==> config.mk <==
export PLATFORM = sky130hd
export DESIGN_NAME = hamming15_11_codec
export DESIGN_NICKNAME = d
export VERILOG_FILES = /design/src/rtl/hamming15_11_codec.sv
export SDC_FILE = /design/constraint.sdc
export NUM_CORES = 1
export LEC_CHECK = 0
export BUFFER_PORTS_ARGS = -buffer_cell sky130_fd_sc_hd__buf_2
export CAP_MARGIN = 20
export CELL_PAD_IN_SITES_DETAIL_PLACEMENT = 0
export CELL_PAD_IN_SITES_GLOBAL_PLACEMENT = 1
export CORE_MARGIN = 2
export CORE_UTILIZATION = 30
export DETAILED_ROUTE_END_ITERATION = 16
export PLACE_DENSITY = 0.86
export SLEW_MARGIN = 20
export SYNTH_ARGS = -nofsm -noshare
export SYNTH_HDL_FRONTEND = slang
export SYNTH_SLANG_ARGS = --single-unit
==> constraint.sdc <==
create_clock -name vclk -period 2
set_input_delay 0.2 -clock vclk [all_inputs]
set_output_delay 0.2 -clock vclk [all_outputs]
set_load 0.02 [all_outputs]
==> src/rtl/hamming15_11_codec.sv <==
module hamming15_11_codec (
  input  logic [10:0] enc_data_i,
  output logic [14:0] enc_code_o,
  input  logic [14:0] dec_code_i,
  output logic [10:0] dec_data_o,
  output logic [3:0]  dec_syndrome_o,
  output logic        dec_error_o
);
  localparam logic [10:0] M0 = 11'h55B;
  localparam logic [10:0] M1 = 11'h66D;
  localparam logic [10:0] M2 = 11'h78E;
  localparam logic [10:0] M3 = 11'h7F0;

  function automatic logic [3:0] par_of(input logic [10:0] d);
    par_of = {^(d & M3), ^(d & M2), ^(d & M1), ^(d & M0)};
  endfunction

  logic [10:0] fix;

  assign enc_code_o     = {par_of(enc_data_i), enc_data_i};
  assign dec_syndrome_o = par_of(dec_code_i[10:0]) ^ dec_code_i[14:11];
  assign dec_error_o    = |dec_syndrome_o;

  for (genvar i = 0; i < 11; i++) begin : g_fix
    assign fix[i] = (dec_syndrome_o == {M3[i], M2[i], M1[i], M0[i]});
  end

  assign dec_data_o = dec_code_i[10:0] ^ fix;
endmodule


Word level (Yosys, flattened, before mapping)
Cells that the tools add are included.

Reduce and logical (&&, ||, !) cells: 9. Bitwise operators: 2. Equal/unequal tests: 11.

Operator list (count): parity 11 bit (8); equality test 4 bit, second input constant (7); equality test 4 x 3 -> 1 bit, second input constant (3); XOR 11 bit (1); equality test 4 x 2 -> 1 bit, second input constant (1); OR reduction 4 bit (1); XOR 4 bit (1).

Bits in registers: 0. Input bits: 26. Logic and storage cells: 22. Output and inout bits: 31.

Depth between registers and ports, before layout
Word-level depth: 4. Gate-level depth with buffers: 5. Depth with buffers taken out: 5.

Least setup slack after synthesis
OpenSTA, ideal clock, no wires.

Path type: in2out. Start point: input port dec_code_i[9]. End point: output port dec_data_o[3]. Arrival time: 1.624 ns. Buffers on the path: 0. Path slack: 0.176 ns. Data required time: 1.800 ns. Stages: 5. Path through: xor3_2 xnor2_2 nor3_2 o22ai_1 xnor2_1.

Longest elaborated chain between the ends: 4. Elaborated cells between the ends (all ways): 6. Classes of those cells: eq/ne (1); bitwise (2); reduce/logical (3).

RTL lines: start, declared (line 4) `input logic [14:0] dec_code_i,`; parity 11 bit (line 15) `par_of = {^(d & M3), ^(d & M2), ^(d & M1), ^(d & M0)};`; XOR 4 bit (*) (line 21) `assign dec_syndrome_o = par_of(dec_code_i[10:0]) ^ dec_code_i[14:11];`; equality test 4 x 3 -> 1 bit (*) (line 25) `assign fix[i] = (dec_syndrome_o == {M3[i], M2[i], M1[i], M0[i]});`; XOR 11 bit (*) (line 28) `assign dec_data_o = dec_code_i[10:0] ^ fix;`; end, declared (line 5) `output logic [10:0] dec_data_o,`.

Every way passes the cells marked *; elsewhere a longest branch is shown, timed or not.

Worst setup path after layout
Start point: input port dec_code_i[8]. End point: output port dec_data_o[5].

Longest elaborated chain between the ends: 4. Elaborated cells between the ends (all ways): 6. Classes of those cells: eq/ne (1); bitwise (2); reduce/logical (3).

RTL lines (line): parity 11 bit (15); XOR 4 bit (*) (21); equality test 4 bit (*) (25); XOR 11 bit (*) (28).

Marks and branches as above.

==> out/metrics.csv <==
stage,metric,value,unit
global_route,largest net degree at the start of global routing,11,
routing,Routed WL,2.24,mm
routing,DR WL/cell,12.7,um
yosys,top cell type's share of synthesized area,42.0,%
timing,Final Max Slew Viols,0,
routing,drc violations,0,
finish,# clk buffers,0,
hold_path,hold path startpoint,enc_data_i[4],
finish,"commonest non-fill, non-tap cell in the layout",buf_2,
placed_design,PortBufs,57,
finish,nets,174,
setup_path,Critical Path Fanout Max,5,
setup_path,CP Data Arrival Time,1.77,ns
timing,Final Hold Vio Count,0,
routing,top sig layer,met4,
placed_design,detailed placer's ending HPWL,1.84,mm
timing,FMAX,0.508,GHz
routing,vias,845,
global_route,first-pass GRT wire length,3.43,mm
die,die width,56.7,um
power,Worst VDD drop,309,uV
yosys,Mapped Area,833,um2
yosys,Synth area leader,xnor2_1,
yosys,register area share after synthesis,0,%
job,Max Cap Viol,0,
routing,Via density,4.77,
timing,Slew headroom,71.4,%
cts,"Hold-fix buffers, CTS",0,
finish,fin util,50.3,%
setup_path,crit path launch type,primary input,
die,Die Y,56.7,um
global_route,GRT Util Overall,12.7,%
timing,post-route setup TNS,0,ns
die,Ports,57,
die,Placeable Area,0.00269,mm2
finish,ant diodes,0,
power,Lkg Pwr,0.000584,uW
finish,most frequent cells in the layout,"51 x buf_2, 30 x xnor2_1, 11 x o22ai_1",
finish,synth-to-layout area growth,62.0,%
timing,period utilisation layout,98.4,%
status,outcome,"finished, final reports clean",
setup_path,crit path from,dec_code_i[8],
hold_path,Min-Delay Endpoint,enc_code_o[4],
finish,Non-Filler Instances,177,
setup_path,Worst Path Required,1.80,ns
routing,drt initial violations,29,
global_route,vias in the first global route,776,
timing,final setup fails,0,
yosys,Synth area leaders,"xnor2_1 42%, buf_4 9.9%, xor2_1 9.5%, o22ai_1 9.0%, nor3_2 8.4%",
power,total power,868,uW
finish,register area,0,um2
setup_path,CP Class,in2out,
placed_design,dpl cells,175,
yosys,Cells after Synth,94,
hold_path,hold path depth,2,
yosys,Yosys warnings,0,
timing,Slew @ Worst Pin,0.427,ns
placed_design,GP Congestion,0.782,
die,Initial Utilization,31.0,%
timing,final worst path period need,1.97,ns
timing,unrepaired setup endpoints after global routing,yes,
routing,Antenna Nets Post-Route,0,
hold_path,Hold WC Path Type,in2out,
setup_path,element type at the critical path end,output port,
routing,met3 WL post-DR,55,um
global_route,initial antenna violation count,0,
routing,DRT Pass-1 Iters,4,
global_route,grt ovf,0,
power,pwr dens,643,mW/mm2
routing,WL met2,1.29,mm
yosys,post-synth net total,120,
finish,Fillers,239,
die,die footprint,0.00322,mm2
routing,WL met1,853,um
die,site row count,19,
finish,Seq Cell Count,0,
finish,layout cell share with drive strength beyond 1,64.4,%
yosys,syn avg cell area,8.86,um2
yosys,"Distinct cells, synth",11,
==> layout make-up <==
class              instances  area, um2  share of cell area (%)
repair buffers            63        357                    26.4
multi-input cells         83        955                    70.7
well taps                 31       38.8                    2.87
==> layer usage <==
metal / up-vias / GRT usage [%]
li1: 423 / -
met4: 0 / 2.72
met5: - / 0
met3: 5 / 0.691
met1: 397 / 15.7
met2: 20 / 23.8
==> metrics by stage <==
step	setup WS [ns]	hold slack [ns]	cell area, um2
6_report	0.0316	0.646	1350
5_1_grt	-0.0641	0.654	1350
4_1_cts	0.00378	0.648	1120
3_5_place_dp	-0.0679	0.647	1100
3_3_place_gp	-0.0306	0.644	1100
2_1_floorplan	0.176	0.513	833
==> worst max path at each step <==
stage,cells past startpoint,end,slack (ns)
after floorplan,5,dec_data_o[3],0.18
after global placement,7,dec_data_o[3],-0.03
after detailed placement,7,dec_data_o[1],-0.07
after CTS,8,dec_data_o[6],0.004
after global routing,7,dec_data_o[10],-0.06
final,7,dec_data_o[5],0.03
==> critical path, stage by stage <==
cell and delay, ns:
buf_2 0.13, xor3_2 0.49, xor2_4 0.29, nor3_2 0.09, o22ai_1 0.24, xnor2_1 0.15
buf_2 0.18
==> synth_stat cells <==
library cell and n:
and3_1 4, buf_4 11, nor3_1 5, nor3_2 7
o22ai_1 12, xnor2_1 40, xnor2_2 2, xnor2_4 1
xor2_1 9, xor2_2 1, xor3_2 2
==> cells by family after synthesis <==
logic type	count (synthesis)	share of synthesized area, %
AND/OR/NAND/NOR	16	14.4
XOR/XNOR	55	66.7
AO/OA/AOI/OAI	12	9.01
buffers and inverters	11	9.91
==> power by group <==
group          switching, uW  leakage (uW)  internal, uW
Clock                      0             0             0
Sequential                 0             0             0
Combinational            494      0.000584           374
==> what timing repair did <==
| item | CTS | global route |
|---|---|---|
| endpoints found under the hold margin | 0 | 0 |
| buffers inserted | 0 | 2 |
| setup endpoints to repair | 11 | 11 |
| gates resized for setup | 2 | 31 |
| pin swaps | 2 | 4 |
Power figures use the tool's default switching activity.
